===== src/rtl/cfg3w_pkg.sv =====
// Package: shared types and the fixed-channel preset table for the
// three-wire control port. Assumes the 22-bit word field layout.
package cfg3w_pkg;

    typedef enum logic [1:0] {
        OPM_STANDBY  = 2'b00,
        OPM_RECEIVE  = 2'b01,
        OPM_TRANSMIT = 2'b10,
        OPM_IDLE     = 2'b11
    } opmode_e;

    typedef struct packed {
        logic [9:0]  ref_div;
        logic [16:0] fb_rx;
        logic [16:0] fb_tx;
        logic        hi_band;
    } preset_t;

    // Preset for a strap pair, index = {strap1, strap0}
    function automatic preset_t preset_for(input logic [1:0] chan);
        preset_t p;
        case (chan)
            2'b00:   p = '{ref_div: 10'd16, fb_rx: 17'd1919, fb_tx: 17'd1943, hi_band: 1'b1};
            2'b01:   p = '{ref_div: 10'd16, fb_rx: 17'd947,  fb_tx: 17'd971,  hi_band: 1'b0};
            2'b10:   p = '{ref_div: 10'd30, fb_rx: 17'd3794, fb_tx: 17'd3839, hi_band: 1'b1};
            default: p = '{ref_div: 10'd18, fb_rx: 17'd766,  fb_tx: 17'd793,  hi_band: 1'b0};
        endcase
        return p;
    endfunction

endpackage


===== src/rtl/cfg3w_sync.sv =====
// Module: multi-bit flop-chain synchronizer. Each bit is an independent
// slow pin; assumes pins are stable for longer than the chain depth.
module cfg3w_sync #(
    parameter int WIDTH  = 4,
    parameter int STAGES = 2
) (
    input  logic             clk,
    input  logic             rst_n,
    input  logic [WIDTH-1:0] async_i,
    output logic [WIDTH-1:0] sync_o
);
    logic [WIDTH-1:0] stage_q [STAGES];

    // Pass each pin through the flop chain
    always_ff @(posedge clk) begin
        if (!rst_n) begin
            for (int s = 0; s < STAGES; s++) stage_q[s] <= '0;
        end else begin
            stage_q[0] <= async_i;
            for (int s = 1; s < STAGES; s++) stage_q[s] <= stage_q[s-1];
        end
    end

    assign sync_o = stage_q[STAGES-1];
endmodule


===== src/rtl/cfg3w_shifter.sv =====
// Module: serial-in shift register, MSB first. Keeps only the newest
// WIDTH bits, so older leading bits fall off the top.
module cfg3w_shifter #(
    parameter int WIDTH = 24
) (
    input  logic             clk,
    input  logic             rst_n,
    input  logic             shift_en,
    input  logic             bit_in,
    output logic [WIDTH-1:0] q
);
    // Shift one bit in on each strobe
    always_ff @(posedge clk) begin
        if (!rst_n)        q <= '0;
        else if (shift_en) q <= {q[WIDTH-2:0], bit_in};
    end
endmodule


===== src/rtl/cfg3w_ctrl.sv =====
// Module: edge detection on synchronized pins and the set-only
// programmable-mode flag. Edges are ignored until the synchronizer and
// the history flops hold real pin levels after reset.
module cfg3w_ctrl #(
    parameter int SYNC_STAGES = 2
) (
    input  logic clk,
    input  logic rst_n,
    input  logic sclk_s,
    input  logic sen_s,
    output logic sclk_rise,
    output logic sen_rise,
    output logic strap0_hold,
    output logic prog_q
);
    localparam int ARM_CYC = SYNC_STAGES + 1;
    localparam int CNT_W   = $clog2(ARM_CYC + 1);

    logic [CNT_W-1:0] arm_cnt;
    logic             armed;
    logic             sclk_prev;
    logic             sen_prev;
    logic             sen_change;

    assign armed = (arm_cnt == CNT_W'(ARM_CYC));

    // Count edges after reset until pin history is valid
    always_ff @(posedge clk) begin
        if (!rst_n)      arm_cnt <= '0;
        else if (!armed) arm_cnt <= arm_cnt + 1'b1;
    end

    // Keep one cycle of history for edge detection
    always_ff @(posedge clk) begin
        if (!rst_n) begin
            sclk_prev <= 1'b0;
            sen_prev  <= 1'b0;
        end else begin
            sclk_prev <= sclk_s;
            sen_prev  <= sen_s;
        end
    end

    assign sclk_rise   = armed & sclk_s & ~sclk_prev;
    assign sen_rise    = armed & sen_s & ~sen_prev;
    assign sen_change  = armed & (sen_s ^ sen_prev);
    // Strap0 as seen before any change that is being detected
    assign strap0_hold = sen_prev;

    // Set-only mode flag, cleared only by reset
    always_ff @(posedge clk) begin
        if (!rst_n)          prog_q <= 1'b0;
        else if (sen_change) prog_q <= 1'b1;
    end
endmodule


===== src/rtl/cfg3w_bank.sv =====
// Module: the addressed control words. In fixed mode every word is
// reloaded each cycle from its preset; a write strobe overrides the
// preset for the addressed word only.
module cfg3w_bank #(
    parameter int ADDR_W = 2,
    parameter int WORD_W = 22
) (
    input  logic                                  clk,
    input  logic                                  rst_n,
    input  logic                                  fixed_load,
    input  logic [(1<<ADDR_W)-1:0][WORD_W-1:0]    preset_words,
    input  logic                                  wr_stb,
    input  logic [ADDR_W-1:0]                     wr_addr,
    input  logic [WORD_W-1:0]                     wr_data,
    output logic [(1<<ADDR_W)-1:0][WORD_W-1:0]    words
);
    localparam int NUM_WORDS = 1 << ADDR_W;

    for (genvar i = 0; i < NUM_WORDS; i++) begin : g_word
        logic [WORD_W-1:0] word_q;
        logic              hit;

        assign hit = wr_stb && (wr_addr == ADDR_W'(i));

        // Write on address hit, else follow preset while in fixed mode
        always_ff @(posedge clk) begin
            if (!rst_n)          word_q <= '0;
            else if (hit)        word_q <= wr_data;
            else if (fixed_load) word_q <= preset_words[i];
        end

        assign words[i] = word_q;
    end
endmodule


===== src/rtl/cfg3w_port.sv =====
// Module: top of the three-wire control port. Synchronizes the four
// dual-use pins, shifts serial data, decodes writes into four words and
// handles the one-way change from strapped to programmable mode.
// Assumes the host holds each pin level for at least three clocks.
module cfg3w_port
    import cfg3w_pkg::*;
#(
    parameter int SYNC_STAGES = 2,
    parameter int ADDR_W      = 2,
    parameter int WORD_W      = 22
) (
    input  logic              clk,
    input  logic              rst_n,
    input  logic              pin_clk_mode0_i,
    input  logic              pin_dat_mode1_i,
    input  logic              pin_en_strap0_i,
    input  logic              pin_strap1_i,
    input  logic              lock_in_i,
    output logic              lock_o,
    output logic              lock_oe_o,
    output logic [WORD_W-1:0] word_a_o,
    output logic [WORD_W-1:0] word_b_o,
    output logic [WORD_W-1:0] word_c_o,
    output logic [WORD_W-1:0] word_d_o,
    output logic [1:0]        op_mode_o,
    output logic              prog_mode_o
);
    localparam int SHIFT_W   = ADDR_W + WORD_W;
    localparam int NUM_WORDS = 1 << ADDR_W;
    localparam int MODE_LSB  = 10;
    localparam int PIN_CNT   = 4;

    logic [PIN_CNT-1:0] pins_s;
    logic re_s, te_s, sen_s, strap1_s;
    logic sclk_rise, sen_rise, strap0_hold, prog_q;
    logic [SHIFT_W-1:0] shift_q;
    logic               wr_stb;
    logic [ADDR_W-1:0]  wr_addr;
    logic [WORD_W-1:0]  wr_data;
    logic [NUM_WORDS-1:0][WORD_W-1:0] preset_words;
    logic [NUM_WORDS-1:0][WORD_W-1:0] words;
    preset_t            pre;
    opmode_e            mode_now;

    cfg3w_sync #(.WIDTH(PIN_CNT), .STAGES(SYNC_STAGES)) u_sync (
        .clk     (clk),
        .rst_n   (rst_n),
        .async_i ({pin_strap1_i, pin_en_strap0_i, pin_dat_mode1_i, pin_clk_mode0_i}),
        .sync_o  (pins_s)
    );

    assign re_s     = pins_s[0];
    assign te_s     = pins_s[1];
    assign sen_s    = pins_s[2];
    assign strap1_s = pins_s[3];

    cfg3w_ctrl #(.SYNC_STAGES(SYNC_STAGES)) u_ctrl (
        .clk         (clk),
        .rst_n       (rst_n),
        .sclk_s      (re_s),
        .sen_s       (sen_s),
        .sclk_rise   (sclk_rise),
        .sen_rise    (sen_rise),
        .strap0_hold (strap0_hold),
        .prog_q      (prog_q)
    );

    cfg3w_shifter #(.WIDTH(SHIFT_W)) u_shift (
        .clk      (clk),
        .rst_n    (rst_n),
        .shift_en (sclk_rise),
        .bit_in   (te_s),
        .q        (shift_q)
    );

    // Write decode: address in the top bits, payload below
    assign wr_stb  = sen_rise;
    assign wr_addr = shift_q[SHIFT_W-1 -: ADDR_W];
    assign wr_data = shift_q[WORD_W-1:0];

    // Build the fixed-mode preset words from straps and mode pins
    always_comb begin
        pre = preset_for({strap1_s, strap0_hold});
        for (int w = 0; w < NUM_WORDS; w++) preset_words[w] = '0;
        preset_words[0] = {{(WORD_W-MODE_LSB-2){1'b0}}, te_s, re_s, pre.ref_div};
        preset_words[1] = {{(WORD_W-10){1'b0}}, pre.ref_div};
        preset_words[2] = {{(WORD_W-18){1'b0}}, pre.hi_band, pre.fb_rx};
        preset_words[NUM_WORDS-1] = {{(WORD_W-17){1'b0}}, pre.fb_tx};
    end

    cfg3w_bank #(.ADDR_W(ADDR_W), .WORD_W(WORD_W)) u_bank (
        .clk          (clk),
        .rst_n        (rst_n),
        .fixed_load   (!prog_q),
        .preset_words (preset_words),
        .wr_stb       (wr_stb),
        .wr_addr      (wr_addr),
        .wr_data      (wr_data),
        .words        (words)
    );

    // Operating state: pins in fixed mode, word A field afterwards
    always_comb begin
        if (prog_q) mode_now = opmode_e'(words[0][MODE_LSB +: 2]);
        else        mode_now = opmode_e'({te_s, re_s});
    end

    assign word_a_o    = words[0];
    assign word_b_o    = words[1];
    assign word_c_o    = words[2];
    assign word_d_o    = words[NUM_WORDS-1];
    assign op_mode_o   = mode_now;
    assign prog_mode_o = prog_q;
    // Shared strap1 pad becomes lock output once programmable
    assign lock_oe_o   = prog_q;
    assign lock_o      = prog_q & lock_in_i;
endmodule


===== config.mk =====
export PLATFORM = sky130hd
export DESIGN_NAME = cfg3w_port
export DESIGN_NICKNAME = d
export VERILOG_FILES = /design/src/rtl/cfg3w_pkg.sv /design/src/rtl/cfg3w_sync.sv /design/src/rtl/cfg3w_shifter.sv /design/src/rtl/cfg3w_ctrl.sv /design/src/rtl/cfg3w_bank.sv /design/src/rtl/cfg3w_port.sv
export SDC_FILE = /design/constraint.sdc
export NUM_CORES = 1
export LEC_CHECK = 0
export CAP_MARGIN = 10
export CORE_MARGIN = 2
export CORE_UTILIZATION = 50
export DETAILED_ROUTE_END_ITERATION = 7
export GPL_ROUTABILITY_DRIVEN = 0
export PLACE_DENSITY = 0.8
export SETUP_SLACK_MARGIN = 0.5
export SYNTH_ARGS = -nofsm -noshare
export SYNTH_HDL_FRONTEND = slang
export SYNTH_HIERARCHICAL = 1
export SYNTH_SLANG_ARGS = --single-unit

===== constraint.sdc =====
create_clock -name clk -period 1.9 [get_ports clk]
set_input_delay 0.285 -clock clk [delete_from_list [all_inputs] [get_ports clk]]
set_output_delay 0.285 -clock clk [all_outputs]
set_load 0.05 [all_outputs]

After elaboration in Yosys (flattened, before gate mapping)
Memories as Yosys holds them, arrays and structs flattened.
Cells that the tools add are included.
{ "totals": {"ff_bits": 117, "ram_bits": 8, "in_bits": 7, "out_inout_bits": 93, "elab_cells": 52, "n_memories": 1} }
{ "memory_table": {"columns": ["memory", "depth", "width", "rd", "rd_ports_with_merged_regs", "write_ports", "line", "text"], "rows": [
  ["u_sync.stage_q", 2, 4, 2, 0, 2, "cfg3w_sync.sv:12", "logic [WIDTH-1:0] stage_q [STAGES];"]
]} }
{ "classes": {"addsub": 1, "n_eq_ne": 10, "n_mux": 14, "bitwise": 11, "reduce_logical": 6} }
{ "op_table": {"columns": ["op", "n"], "rows": [
  ["$mux 22", 8],
  ["$pmux 39 s3", 1],
  ["$eq 2x2->1 const B", 4],
  ["$mux 4", 2],
  ["$ne 2x1->1 const B", 4],
  ["$and 1x1->1", 6],
  ["$eq 2x1->1 const B", 2],
  ["$logic_and 1x1->1", 4],
  ["$logic_not 2->1", 2],
  ["$add 2x1->2 const B", 1],
  ["$mux 1", 2],
  ["$mux 2", 1],
  ["$not 1->1", 2],
  ["$or 1x1->1", 2],
  ["$xor 1x1->1", 1]
]} }

Depth between registers and ports, before layout
{ "logic_depth": {"ltp_word": 5, "mapped_depth": 7, "ltp_nobuf": 5} }

By module
Netlist, hierarchy kept.
{ "modules_own_cells": {"columns": ["module", "instances", "cells_each", "area_each_um2"], "rows": [
  ["cfg3w_bank", 1, 357, 4042.6],
  ["cfg3w_shifter", 1, 77, 929.6],
  ["cfg3w_sync", 1, 20, 240.2],
  ["cfg3w_ctrl", 1, 19, 196.4],
  ["cfg3w_port", 1, 23, 182.7]
]} }

Least setup slack after synthesis
Ideal clock, no wire load.
{ "synth_path": {"path_type": "register to register", "startpoint": "register u_ctrl.prog_q", "endpoint": "register u_bank.g_word[1].word_q[3]", "t_arrival_ps": 1634, "t_required_ps": 1805, "setup_slack_ps": 170, "stages_incl_launch_ff": 7, "path_cell_list": "dfxtp_1 > inv_1 > buf_4 > buf_6 > buf_6 > mux2i_1 > a221oi_1"} }
{ "synth_via": {"elab_chain_cells": 1} }
{ "synth_lines": {"columns": ["item", "line", "text"], "rows": [
  ["from (decl)", "cfg3w_ctrl.sv:14", "output logic prog_q"],
  ["from (signal assigned)", "cfg3w_ctrl.sv:52", "if (!rst_n) prog_q <= 1'b0;"],
  ["from (signal assigned)", "cfg3w_ctrl.sv:53", "else if (sen_change) prog_q <= 1'b1;"],
  ["$ne 2x1->1 (no source line)", null, null],
  ["to (signal assigned)", "cfg3w_bank.sv:28", "else if (hit) word_q <= wr_data;"],
  ["to (signal assigned)", "cfg3w_bank.sv:29", "else if (fixed_load) word_q <= preset_words[i];"],
  ["to (decl)", "cfg3w_bank.sv:20", "logic [WORD_W-1:0] word_q;"]
]} }
No other way between the ends.
A chain may end at the register's enable or synchronous reset.

Worst setup path after layout
{ "layout_path": {"startpoint": "register u_ctrl.arm_cnt[0]", "endpoint": "register u_bank.g_word[0].word_q[12]"} }
{ "layout_via": {"elab_chain_cells": 5, "elab_cells_between_ends": 6, "classes_between": "eq/ne: 2; mux: 1; bitwise: 2; reduce/logical: 1"} }
{ "layout_lines": {"columns": ["item", "line", "text"], "rows": [
  ["from (decl)", "cfg3w_ctrl.sv:19", "logic [CNT_W-1:0] arm_cnt;"],
  ["from (signal assigned)", "cfg3w_ctrl.sv:30", "else if (!armed) arm_cnt <= arm_cnt + 1'b1;"],
  ["$eq 2x2->1 (*)", "cfg3w_ctrl.sv:25", "assign armed = (arm_cnt == CNT_W'(ARM_CYC));"],
  ["$and 1x1->1 (*) (2 in a row)", "cfg3w_ctrl.sv:45", "assign sen_rise = armed & sen_s & ~sen_prev;"],
  ["via sen_rise", "cfg3w_port.sv:35", "logic sclk_rise, sen_rise, strap0_hold, prog_q;"],
  ["$logic_and 1x1->1 (*)", "cfg3w_bank.sv:23", "assign hit = wr_stb && (wr_addr == ADDR_W'(i));"],
  ["$ne 2x1->1 (no source line) / $mux 22 (equally long branches)", null, null],
  ["to (signal assigned)", "cfg3w_bank.sv:28", null],
  ["to (signal assigned)", "cfg3w_bank.sv:29", null],
  ["to (decl)", "cfg3w_bank.sv:20", null]
]} }
Mark *: on every way through the listed nets, which the timed path passes. The rest lies on a longest branch.

==> results.md <==
- Status: finished clean
- Clk buf depth: 2
- Sequential power share: 40.9%
- First-pass GRT wire length: 26260 um
- Synth Warn #: 6
- Slew Limit Fails: 0
- CTS tree: built
- Final Critical Period: 1.787 ns
- Final setup fails: 0
- Area leader, netlist: dfxtp_1
- Syn Std Cell Area: 5592 sq um
- Syn Inst Count: 496
- Part of the power in combinational logic: between 10% and 20%
- Vias in the first global route: roughly 4700
- Tot GR Track Use: 29.40%
- CTS clk-pin slew, worst paths: 0.06 ns
- CTS Sinks: between 100 and 150
- RSZ-0062 raised after global routing: yes
- Startpoint Class: flop
- Via count: a little under 5000
- Layout cells sized above 1: 43.99%
- H-tree levels: 4
- Post-synthesis cell type count: 30
- Period utilisation layout: between 90% and 100%
- Most frequent cell after synthesis: dfxtp_1
- Switching fraction of total power: a little over a quarter
- Final WL: 18830 um
- Pin count of the biggest net entering global routing: 38
- Worst Setup End Kind: flop
- Switch Pwr: 0.001901 W
- Hold wc startpoint: pin_en_strap0_i
- Leakage: 4.018 nW
- Antenna Cells: 0
- Clock root buffer: clkbuf_8
- Largest cells by area after synthesis: dfxtp_1 45%, mux2i_1 20%, a221oi_1 11%
- Final number of hold-violating endpoints: 0
- Drt wl/cell: between 20 and 25 um
- Sequential cell area fraction in the yosys report: 44.75%
- Hold Crit Class: primary input to flop
- Setup CP Type: flop to flop
- Crit path max fanout: 10
- Final Cell Area: 8625 sq um
- Port bufs: roughly 100
- Asr flop ratio synth: 0%
- Internal: 0.005064 W
- Synth Area per Inst: 11.27 sq um
- Seq cells post-synth: ~130
- Final Skew: 0.008143 ns
- Reg2reg start: u_ctrl/arm_cnt[0]$_SDFFE_PN0P_
- Fmax achieved: between 500 and 600 MHz
- Relative slew margins: between 60% and 70%
- Fin nets: roughly 700
- Initial Utilization: 51.36%
- Max-cap viol count: 0
- DIE AREA: 12050 sq um
- Top-Level Pins: 100
- Reg2reg end: u_bank/g_word[0].word_q[12]$_SDFFE_PN0P_
- Commonest cells in the netlist: 125 x dfxtp_1, 113 x mux2i_1, 68 x a221oi_1
- Vias per cell: 5.839
- Total negative setup slack: 0 ns
- HPWL after detailed placement: 9858 um
- Total gr overflow: 0
- Worst Path Arrival: 2.21 ns
- Core box area: 10890 sq um
- Power per cell area: between 800 and 900 nW/um^2
- Worst-Margin Slew: 0.5348 ns
- Critical Path RT: roughly 2.3 ns
- Ys flop type: dfxtp_1
- WHS Endpoint: u_sync/stage_q[0][2]$_SDFF_PN0_
- Final Core Density: 79.21%
- Clock network power share: 43.8%
- Area delta synth->final: 54.24%
- Post-DRT Antenna Nets: 0
- Horiz. Die Dim: around 110 um
- TritonRoute pass-1 iters: 5
- Initial antenna violation count: 0
- VDD IR-drop max: about 750 uV
- Synth top area share: approximately 45%
- Number of flops mapped to enable cells by yosys: 0
- Reg2reg setup slack: 0.11 ns
- Reg2reg path depth: 7
- Die Ht: 109.8 um
- Post-placement cell area: 7303 sq um
- FILL cells: ~630
- DRC viols: 0
- Hold Path Depth: 2
- Starting DRT DRC Count: 241
- Clk_lat worst skew: 0.53 ns
- Placement Rows: 38
- CTS Buf Count: 17
[critical path: stages, from the launching register on]
cell and delay (ns):
dfxtp_2 0.33, ha_4 0.16, and3b_2 0.26, buf_6 0.15, nor2b_4 0.15, buf_6 0.16, buf_12 0.14, a221oi_2 0.31
[what timing repair did]
item,4_1_cts,5_1_grt
hold buffers,0,0
gates cloned,11,5
setup buffers,16,9
pin swaps,31,16
endpoints found under the setup margin,180,147
resized for setup,583,68
[cells in the final DEF, fill, tap and decap left out, types with 8 or more instances in the layout]
cell,netlist,routed
a221oi_2,20,81
and2_1,12,11
buf_12,2,15
buf_16,0,8
buf_4,9,69
buf_6,6,49
clkbuf_16,0,20
conb_1,2,60
dfxtp_1,125,106
dfxtp_2,0,18
inv_1,9,8
mux2i_1,113,110
nor2_1,23,22
nor2b_1,48,47
[cells by family (layout without fill, tap and decap cells)]
kind of cell               count (synthesis)  after routing  share of synthesized area (%)
muxes                                    115            115                          20.77
buffers and inverters                     62            195                          6.601
and+or+nand+nor                           91             95                          9.308
other                                      2             60                         0.1343
adders and majority gates                  7              7                          1.566
xor gates and xnor gates                   2              2                         0.3133
AOI/OAI and AO/OA                         92             92                          16.56
DFF                                      125            125                          44.75
[stage by stage]
stage	instances	total power, W	hold slack (ns)	setup WS [ns]
3_5_place_dp	759	0.003875	0.4192	0.1427
3_3_place_gp	759	0.003853	0.4111	0.1981
4_1_cts	817	0.006881	0.3234	0.2118
2_1_floorplan	554	0.003583	0.4057	0.3446
6_report	831	0.006965	0.3338	0.1126
5_1_grt	831	0.007171	0.3273	0.1208
[power groups by stage]
| stage | clock network (W) | logic [W] | registers [W] |
|---|---|---|---|
| 6_report | 0.00305 | 0.00106 | 0.00285 |
| 5_1_grt | 0.00320 | 0.00111 | 0.00286 |
| 4_1_cts | 0.00305 | 0.00100 | 0.00283 |
| 3_5_place_dp | 0 | 0.000990 | 0.00289 |
| 3_3_place_gp | 0 | 0.000973 | 0.00288 |
| 2_1_floorplan | 0 | 0.000357 | 0.00323 |
[flip-flops by register name, summed over array words and instances (netlist names)]
register / flops
u_shift/q: 24
u_sync/stage_q: 8
u_ctrl/arm_cnt: 2
u_ctrl/sclk_prev: 1
u_ctrl/strap0_hold: 1
u_bank/g_word.word_q: 88
u_ctrl/prog_q: 1
[metal layers]
| metal | up-vias | track usage [%] | part of all wire, % |
|---|---|---|---|
| li1 | 2169 | - | - |
| met1 | 2380 | 38.46 | 42 |
| met2 | 245 | 45.50 | 47 |
| met3 | 58 | 6.817 | 6.8 |
| met4 | 0 | 14.65 | 3.8 |
| met5 | - | 0 | 0 |
[area by class of cell]
| class | instances | area (sq um) | share of cell area [%] |
|---|---|---|---|
| well taps | 140 | 175.2 | 2.031 |
| clock inverters | 9 | 95.09 | 1.103 |
| repair buffers | 154 | 1795 | 20.82 |
| flip-flops and latches | 125 | 2529 | 29.32 |
| multi-input cells | 371 | 3530 | 40.93 |
| clock buffers | 22 | 452.9 | 5.252 |
| inverters | 10 | 47.55 | 0.5513 |
[worst max path at each step]
stage / endpoint / depth (start not counted) / startpoint / slack (ns)
floorplan: u_bank/g_word[0].word_q[1]$_SDFFE_PN0P_ / 5 / u_ctrl/arm_cnt[1]$_SDFFE_PN0P_ / 0.34
finish: u_bank/g_word[0].word_q[12]$_SDFFE_PN0P_ / 7 / u_ctrl/arm_cnt[0]$_SDFFE_PN0P_ / 0.11
global placement: u_bank/g_word[0].word_q[21]$_SDFFE_PN0P_ / 4 / u_ctrl/arm_cnt[1]$_SDFFE_PN0P_ / 0.20
global route: u_bank/g_word[0].word_q[12]$_SDFFE_PN0P_ / 7 / u_ctrl/arm_cnt[0]$_SDFFE_PN0P_ / 0.12
CTS: op_mode_o[0] / 2 / u_ctrl/prog_q$_SDFFE_PN0P_ / 0.21
detailed placement: u_bank/g_word[0].word_q[0]$_SDFFE_PN0P_ / 4 / u_ctrl/arm_cnt[0]$_SDFFE_PN0P_ / 0.14
(Power assumes the default switching activity.)
